`src/rtl/atm_tx_pkg.sv`:
```
package atm_tx_pkg;
  localparam int CELL_BYTES = 53;
  localparam int HDR_BYTES  = 4;
  localparam int HEC_POS    = 4;
  localparam int SCR_TAP    = 43;

  localparam logic [7:0]  HEC_COSET = 8'h55;
  localparam logic [7:0]  IDLE_FILL = 8'h6A;
  localparam logic [7:0]  CRC_POLY  = 8'h07;
  localparam logic [31:0] IDLE_HDR  = 32'h0000_0001;

  typedef struct packed {
    logic [7:0]         data;
    logic [SCR_TAP-1:0] hist;
  } scr_out_t;

  // One byte of CRC-8, MSB first.
  function automatic logic [7:0] crc8_byte(logic [7:0] crc, logic [7:0] b);
    logic [7:0] c;
    c = crc ^ b;
    for (int i = 0; i < 8; i++) begin
      c = c[7] ? ((c << 1) ^ CRC_POLY) : (c << 1);
    end
    return c;
  endfunction

  // Self-synchronous x^43+1 scrambling of one byte, MSB first.
  function automatic scr_out_t scramble_byte(logic [7:0] d, logic [SCR_TAP-1:0] h);
    scr_out_t r;
    logic     s;
    r.data = '0;
    r.hist = h;
    for (int i = 7; i >= 0; i--) begin
      s         = d[i] ^ r.hist[SCR_TAP-1];
      r.data[i] = s;
      r.hist    = {r.hist[SCR_TAP-2:0], s};
    end
    return r;
  endfunction

  // Header byte k (0..3) of the idle cell.
  function automatic logic [7:0] idle_hdr_byte(logic [1:0] k);
    return IDLE_HDR[8*(3-int'(k)) +: 8];
  endfunction
endpackage

```
`src/rtl/atm_tx_cell_seq.sv`:
```
module atm_tx_cell_seq #(
  parameter int CELL_BYTES = 53,
  parameter int IW         = $clog2(CELL_BYTES)
) (
  input  logic          clk,
  input  logic          rst_n,
  input  logic          take,
  input  logic          fifo_cell_rdy,
  output logic [IW-1:0] idx,
  output logic          at_start,
  output logic          user_cell
);
  localparam logic [IW-1:0] LAST = IW'(CELL_BYTES - 1);

  logic [IW-1:0] idx_q;
  logic          user_q;

  assign idx       = idx_q;
  assign at_start  = (idx_q == '0);
  assign user_cell = at_start ? fifo_cell_rdy : user_q;

  always_ff @(posedge clk) begin
    if (!rst_n) begin
      idx_q  <= '0;
      user_q <= 1'b0;
    end else if (take) begin
      idx_q <= (idx_q == LAST) ? '0 : idx_q + 1'b1;
      if (at_start) user_q <= fifo_cell_rdy;
    end
  end
endmodule

```
`src/rtl/atm_tx_hdr_gen.sv`:
```
module atm_tx_hdr_gen
  import atm_tx_pkg::*;
#(
  parameter int IW    = 6,
  parameter int PER_W = 8
) (
  input  logic             clk,
  input  logic             rst_n,
  input  logic             take,
  input  logic [IW-1:0]    idx,
  input  logic             user_cell,
  input  logic [7:0]       src_byte,
  input  logic             cfg_hec_en,
  input  logic             cfg_gfc_en,
  input  logic [PER_W-1:0] cfg_halt_period,
  input  logic             err_trig,
  output logic [7:0]       hdr_byte,
  output logic             hec_gen,
  output logic             err_inject,
  output logic             err_pend
);
  localparam logic [IW-1:0] HEC_I = IW'(HEC_POS);
  localparam logic [IW-1:0] HDR_N = IW'(HDR_BYTES);

  logic [7:0]       crc_q, crc_nx, mod_byte, hec_val;
  logic [PER_W-1:0] halt_cnt;
  logic [PER_W:0]   cnt_inc;
  logic             is_b0, in_hdr, is_hec, mark_cell, halt_now, pend_q;

  assign is_b0     = (idx == '0);
  assign in_hdr    = (idx < HDR_N);
  assign is_hec    = (idx == HEC_I);
  assign mark_cell = cfg_gfc_en && user_cell;
  assign halt_now  = mark_cell && (halt_cnt == '0);
  assign cnt_inc   = {1'b0, halt_cnt} + 1'b1;

  assign mod_byte  = (is_b0 && mark_cell) ? {src_byte[7:5], halt_now, src_byte[3:0]}
                                          : src_byte;
  assign crc_nx    = crc8_byte(is_b0 ? 8'h00 : crc_q, mod_byte);

  assign hec_gen    = cfg_hec_en || !user_cell;
  assign err_pend   = pend_q;
  assign err_inject = take && is_hec && hec_gen && pend_q;
  assign hec_val    = crc_q ^ HEC_COSET ^ {7'b0, pend_q};
  assign hdr_byte   = (is_hec && hec_gen) ? hec_val : mod_byte;

  always_ff @(posedge clk) begin
    if (!rst_n) begin
      crc_q    <= '0;
      halt_cnt <= '0;
      pend_q   <= 1'b0;
    end else begin
      if (take && in_hdr) crc_q <= crc_nx;
      if (!cfg_gfc_en) begin
        halt_cnt <= '0;
      end else if (take && is_b0 && user_cell) begin
        halt_cnt <= (cnt_inc >= {1'b0, cfg_halt_period}) ? '0 : cnt_inc[PER_W-1:0];
      end
      if (err_trig)        pend_q <= 1'b1;
      else if (err_inject) pend_q <= 1'b0;
    end
  end
endmodule

```
`src/rtl/atm_tx_pay_scr.sv`:
```
module atm_tx_pay_scr
  import atm_tx_pkg::*;
(
  input  logic       clk,
  input  logic       rst_n,
  input  logic       take,
  input  logic       is_pay,
  input  logic       cfg_scr_en,
  input  logic [7:0] din,
  output logic [7:0] dout
);
  logic [SCR_TAP-1:0] hist_q;
  scr_out_t           res;
  logic               active;

  assign res    = scramble_byte(din, hist_q);
  assign active = is_pay && cfg_scr_en;
  assign dout   = active ? res.data : din;

  always_ff @(posedge clk) begin
    if (!rst_n)             hist_q <= '0;
    else if (take && active) hist_q <= res.hist;
  end
endmodule

```
`src/rtl/atm_tx_cell_proc.sv`:
```
module atm_tx_cell_proc
  import atm_tx_pkg::*;
#(
  parameter int NBYTES = CELL_BYTES,
  parameter int PER_W  = 8
) (
  input  logic             clk,
  input  logic             rst_n,
  input  logic             cfg_hec_en,
  input  logic             cfg_scr_en,
  input  logic             cfg_gfc_en,
  input  logic [PER_W-1:0] cfg_halt_period,
  input  logic             err_trig,
  input  logic             fifo_cell_rdy,
  input  logic [7:0]       fifo_byte,
  output logic             fifo_pop,
  input  logic             take,
  output logic [7:0]       out_byte,
  output logic             out_vld,
  output logic             out_sop
);
  localparam int IW = $clog2(NBYTES);
  localparam logic [IW-1:0] HEC_I = IW'(HEC_POS);
  localparam logic [IW-1:0] HDR_N = IW'(HDR_BYTES);

  logic [IW-1:0] idx;
  logic          at_start, user_cell, hec_gen, err_inject, err_pend;
  logic [7:0]    src_byte, idle_byte, hdr_byte, pre_scr, scr_byte;
  logic          is_pay;

  atm_tx_cell_seq #(.CELL_BYTES(NBYTES), .IW(IW)) i_seq (
    .clk(clk), .rst_n(rst_n), .take(take), .fifo_cell_rdy(fifo_cell_rdy),
    .idx(idx), .at_start(at_start), .user_cell(user_cell)
  );

  assign idle_byte = (idx < HDR_N) ? idle_hdr_byte(idx[1:0]) : IDLE_FILL;
  assign src_byte  = user_cell ? fifo_byte : idle_byte;
  assign fifo_pop  = take && user_cell;

  atm_tx_hdr_gen #(.IW(IW), .PER_W(PER_W)) i_hdr (
    .clk(clk), .rst_n(rst_n), .take(take), .idx(idx), .user_cell(user_cell),
    .src_byte(src_byte), .cfg_hec_en(cfg_hec_en), .cfg_gfc_en(cfg_gfc_en),
    .cfg_halt_period(cfg_halt_period), .err_trig(err_trig),
    .hdr_byte(hdr_byte), .hec_gen(hec_gen), .err_inject(err_inject),
    .err_pend(err_pend)
  );

  assign is_pay  = (idx > HEC_I);
  assign pre_scr = is_pay ? src_byte : hdr_byte;

  atm_tx_pay_scr i_scr (
    .clk(clk), .rst_n(rst_n), .take(take), .is_pay(is_pay),
    .cfg_scr_en(cfg_scr_en), .din(pre_scr), .dout(scr_byte)
  );

  always_ff @(posedge clk) begin
    if (!rst_n) begin
      out_byte <= '0;
      out_vld  <= 1'b0;
      out_sop  <= 1'b0;
    end else begin
      out_vld <= take;
      if (take) begin
        out_byte <= scr_byte;
        out_sop  <= at_start;
      end else begin
        out_sop  <= 1'b0;
      end
    end
  end
endmodule

```
`config.mk`:
```
export PLATFORM = sky130hd
export DESIGN_NAME = atm_tx_cell_proc
export DESIGN_NICKNAME = d
export VERILOG_FILES = /design/src/rtl/atm_tx_pkg.sv /design/src/rtl/atm_tx_cell_seq.sv /design/src/rtl/atm_tx_hdr_gen.sv /design/src/rtl/atm_tx_pay_scr.sv /design/src/rtl/atm_tx_cell_proc.sv
export SDC_FILE = /design/constraint.sdc
export NUM_CORES = 1
export LEC_CHECK = 0
export CAP_MARGIN = 5
export CELL_PAD_IN_SITES_DETAIL_PLACEMENT = 1
export CELL_PAD_IN_SITES_GLOBAL_PLACEMENT = 1
export CORE_AREA = 5 5 135 137
export CTS_BUF_LIST = sky130_fd_sc_hd__clkbuf_8
export DETAILED_ROUTE_END_ITERATION = 8
export DIE_AREA = 0 0 140 142
export PLACE_DENSITY = 0.52
export SLEW_MARGIN = 40
export SYNTH_ARGS = -nofsm -noshare
export SYNTH_HDL_FRONTEND = slang
export SYNTH_SLANG_ARGS = --single-unit
```
`constraint.sdc`:
```
create_clock -name clk -period 2.8 [get_ports clk]
set_clock_uncertainty 0.05 [all_clocks]
set_input_delay 0.42 -clock clk [delete_from_list [all_inputs] [get_ports clk]]
set_output_delay 0.42 -clock clk [all_outputs]
set_load 0.01 [all_outputs]
```
==> metrics.txt <==
# TYPE chip_impl_metric gauge
chip_impl_metric{name="drt_iter0_drc",unit=""} 176
chip_impl_metric{name="post_route_core_utilization",unit="%"} 29.91
chip_impl_info{name="status",value="finished clean"} 1
chip_impl_metric{name="post-synth-top-area-fraction",unit="%"} 37.44
chip_impl_metric{name="synth_simple_gate_area_share",unit="%"} 22.91
chip_impl_info{name="critical_path.cell_chain",value="nor4_4 > and3_4 > a21oi_4 > buf_4 > nor2b_1 > clkdlybuf4s50_1"} 1
chip_impl_metric{name="layout.nets",unit=""} 580
chip_impl_metric{name="clock_path_buffers",unit=""} 2
chip_impl_metric{name="timing.critical_path.slowest_cell_delay",unit="ns"} 0.55
chip_impl_metric{name="antenna_found_initial",unit=""} 0
chip_impl_metric{name="vias",unit=""} 3490
chip_impl_metric{name="fin_total_pwr",unit="mW"} 2.553
chip_impl_metric{name="drive_gt1_share",unit="%"} 10.22
chip_impl_info{name="synthDominantAreaCellType",value="dfxtp_1"} 1
chip_impl_metric{name="clock_latency",unit="ns"} 0.36
chip_impl_info{name="synth.area.top_cells",value="dfxtp_1 37%, nand2_1 11%, a21boi_0 6.6%"} 1
chip_impl_metric{name="synth_warnings",unit=""} 0
chip_impl_metric{name="post_dp_cell_area",unit="µm²"} 4816
chip_impl_info{name="clock_tree_from_tritoncts",value="built"} 1
chip_impl_metric{name="timing.final.hold_violations",unit=""} 0
chip_impl_metric{name="finalSetupViolations",unit=""} 0
chip_impl_metric{name="wirelength",unit="µm"} 11010
chip_impl_metric{name="numCtsBuffers",unit=""} 9
chip_impl_metric{name="leakage",unit="nW"} 1.887
chip_impl_metric{name="ant_nets",unit=""} 0
chip_impl_metric{name="share_clk_of_total_power",unit="%"} 31.8
chip_impl_metric{name="floorplan.die.width",unit="µm"} 140
chip_impl_metric{name="synth_compound_area_share",unit="%"} 19.66
chip_impl_metric{name="die_h",unit="µm"} 142
chip_impl_metric{name="cellPowerDensity",unit="nW/µm²"} 504.0
chip_impl_metric{name="core_area",unit="µm²"} 16940
chip_impl_metric{name="first_pass_grt_wire_length",unit="µm"} 18400
chip_impl_metric{name="timing.fmax",unit="MHz"} 369.9
chip_impl_metric{name="syn_to_final_growth",unit="%"} 23.00
chip_impl_metric{name="ir_drop_worst_vdd",unit="mV"} 0.1610
chip_impl_metric{name="track_usage",unit="%"} 11.42
chip_impl_metric{name="global_route.overflow_total",unit=""} 0
chip_impl_metric{name="holdBufCountCts",unit=""} 0
chip_impl_metric{name="seq_power_share",unit="%"} 46.8
chip_impl_metric{name="synthesis.nets",unit=""} 543
chip_impl_metric{name="synth-async-reset-ratio",unit="%"} 0
chip_impl_info{name="setup_cp_type",value="reg2out"} 1
chip_impl_metric{name="path_max_fanout",unit=""} 8
chip_impl_metric{name="boundaryPins",unit=""} 35
chip_impl_metric{name="p_sw",unit="µW"} 790.4
chip_impl_metric{name="routabilityCongestion",unit=""} 0.7823
chip_impl_metric{name="die_area",unit="µm²"} 19880
chip_impl_info{name="synth_top_family_by_area",value="simple AND/OR/NAND/NOR gates"} 1
chip_impl_metric{name="port_buffers",unit=""} 34
chip_impl_metric{name="final.setup.worst_slack",unit="ns"} 0.09664
chip_impl_metric{name="worst-slew-pin-transition",unit="ns"} 0.6674
chip_impl_metric{name="power.combinational.fraction",unit="%"} 21.5
chip_impl_metric{name="pre_cts_ws",unit="ns"} -0.01062
chip_impl_metric{name="fin_area",unit="µm²"} 5065
chip_impl_metric{name="post_synth_mux_area_share",unit="%"} 2.978
chip_impl_metric{name="place.detailed.hpwl",unit="µm"} 7935
chip_impl_metric{name="critical_path_required",unit="ns"} 2.33
chip_impl_info{name="cts_root_buf",value="clkbuf_8"} 1
chip_impl_metric{name="floorplan.initialDensity",unit="%"} 24.31
chip_impl_info{name="hp-class",value="reg2reg"} 1
chip_impl_metric{name="worst_ep_arrival",unit="ns"} 2.23
chip_impl_metric{name="cts_htree_levels",unit=""} 3
chip_impl_metric{name="ys_ff_latch",unit=""} 77
chip_impl_metric{name="final.hold.worst_slack",unit="ns"} 0.4085
chip_impl_info{name="synth.most_common_cell",value="nand2_1"} 1
chip_impl_metric{name="post_synth_fa_ha_maj_area_fraction",unit="%"} 3.646
chip_impl_info{name="worst_setup_path_end_kind",value="primary output"} 1
chip_impl_metric{name="ys_seq_area_share",unit="%"} 37.44
chip_impl_metric{name="route.detailed.wl_per_inst",unit="µm"} 14.24
chip_impl_metric{name="clkSinkCount",unit=""} 77
chip_impl_metric{name="yosys_cell_types",unit=""} 48
chip_impl_metric{name="clock_pin_slew_worst_setup_and_hold_paths",unit="ns"} 0.09
chip_impl_metric{name="drc",unit=""} 0
chip_impl_metric{name="report.final.slew_viol_count",unit=""} 0
chip_impl_metric{name="synth_area",unit="µm²"} 4118
chip_impl_info{name="synthTopCellsByCount",value="117 x nand2_1, 77 x dfxtp_1, 36 x a21boi_0, 27 x xnor2_1, 26 x o21ai_0"} 1
chip_impl_info{name="start_kind",value="flip-flop"} 1
chip_impl_metric{name="synth_cells",unit=""} 507
chip_impl_metric{name="drtPass1Iterations",unit=""} 4
chip_impl_metric{name="max_slew_margin",unit="%"} 55.51
chip_impl_metric{name="grt_pass1_vias",unit=""} 3664
chip_impl_info{name="critical-path-slowest-cell",value="clkdlybuf4s50_1"} 1
chip_impl_metric{name="swShare",unit="%"} 30.96
chip_impl_metric{name="synth-edff-count",unit=""} 0
chip_impl_metric{name="max_cap_viol_count",unit=""} 0
chip_impl_metric{name="grt_start_max_net_pins",unit=""} 70
chip_impl_info{name="ys_dominant_reg_cell",value="dfxtp_1"} 1
chip_impl_metric{name="std_cell_rows",unit=""} 48
chip_impl_metric{name="power_report.internal_total",unit="mW"} 1.762
chip_impl_metric{name="diodes",unit=""} 0
chip_impl_metric{name="finalCriticalPeriod",unit="ns"} 2.703
chip_impl_metric{name="avgViaCountPerCell",unit=""} 4.515
chip_impl_metric{name="post-route-period-util",unit="%"} 96.55
chip_impl_metric{name="worstRegToRegCells",unit=""} 8
chip_impl_metric{name="avgSynthCellArea",unit="µm²"} 8.122
chip_impl_metric{name="min_delay_path_depth",unit=""} 2
chip_impl_metric{name="synth_area_in_xor_xnor",unit="%"} 8.721
-- cell usage in the layout, fill, tap and decap left out, drive strengths merged, types with 3 or more instances in the layout --
master,instances
nand4,5
nor3,3
and3,3
a22o,7
and2,11
mux2i,10
ha,12
o21ai,26
clkbuf,10
nor2,18
xor2,14
nand3b,3
nor2b,11
o211ai,4
or3,3
inv,17
clkdlybuf4s50,33
nand2b,4
o211a,8
dfxtp,77
xnor2,27
buf,26
nand3,19
a21oi,16
nand2,118
a21o,4
a21boi,36
-- power by group through the flow --
stage / clock [mW] / combinational (mW) / sequential [mW]
after global placement: 0 / 0.527 / 1.22
after CTS: 0.856 / 0.548 / 1.19
after floorplan: 0 / 0.356 / 1.20
final: 0.811 / 0.548 / 1.19
after detailed placement: 0 / 0.536 / 1.22
after global routing: 0.899 / 0.607 / 1.20
-- cell type report --
type / count / area (µm²)
Clock inverter: 5 / 42.54
Timing Repair Buffer: 59 / 573.1
Tap cell: 225 / 281.5
Sequential cell: 77 / 1543
Clock buffer: 10 / 137.6
Inverter: 13 / 48.80
Fill cell: 2045 / 11870
Multi-Input combinational cell: 384 / 2439
-- registers in the layout (all words and copies together) (netlist names) --
register	flops
i_seq.user_q	1
out_vld	1
out_byte	8
i_hdr.crc_q	8
out_sop	1
i_hdr.halt_cnt	8
i_scr.hist_q	43
i_hdr.err_pend	1
i_seq.idx	6
-- final timing paths --
| kind | from | end | slack, ns |
|---|---|---|---|
| hold / removal | i_scr.hist_q[12] | i_scr.hist_q[20] | 0.41 |
| setup reg to reg | i_seq.idx[2] | i_hdr.crc_q[5] | 0.18 |
| hold reg to reg | i_scr.hist_q[12] | i_scr.hist_q[20] | 0.41 |
| setup / recovery | i_seq.idx[5] | fifo_pop | 0.1 |
-- repair_timing --
action | in CTS | in global routing
pin swaps | 1 | 2
setup endpoints to repair | 1 | 9
gates cloned | 0 | 0
gates resized for setup | 3 | 4
buffers inserted | 1 | 2
-- logic make-up (layout without fill, tap and decap cells) --
group                      Yosys count  in the layout
and+or+nand+nor                    205            205
AOI/OAI and AO/OA                  114            114
DFF                                 77             77
buffers and inverters               46             87
xor gates and xnor gates            41             41
adders and majority gates           12             12
muxes                               12             12
-- layer usage --
| layer | up-vias | part of all wire (%) | routed length, µm | global-route usage, % |
|---|---|---|---|---|
| li1 | 1791 | - | - | - |
| met1 | 1659 | 50 | 5472 | 15.22 |
| met2 | 28 | 47 | 5155 | 18.33 |
| met3 | 12 | 2.0 | 216 | 2.319 |
| met4 | 0 | 1.5 | 165 | 4.335 |
| met5 | - | 0 | 0 | 0 |
-- worst max-delay path: cells and delay by family (launching register included) --
kind                   cells  cell delay [ns]
AOI/OAI and AO/OA          1             0.04
and+or+nand+nor            3             0.68
buffers and inverters      2             0.75
DFF                        1             0.39
-- metrics by stage --
step                cells  setup TNS [ns]
floorplan             507               0
global placement      755               0
detailed placement    755        -0.01062
CTS                   771               0
global route          773      -0.0007858
finish                773               0
Power figures use the tool's default switching activity.
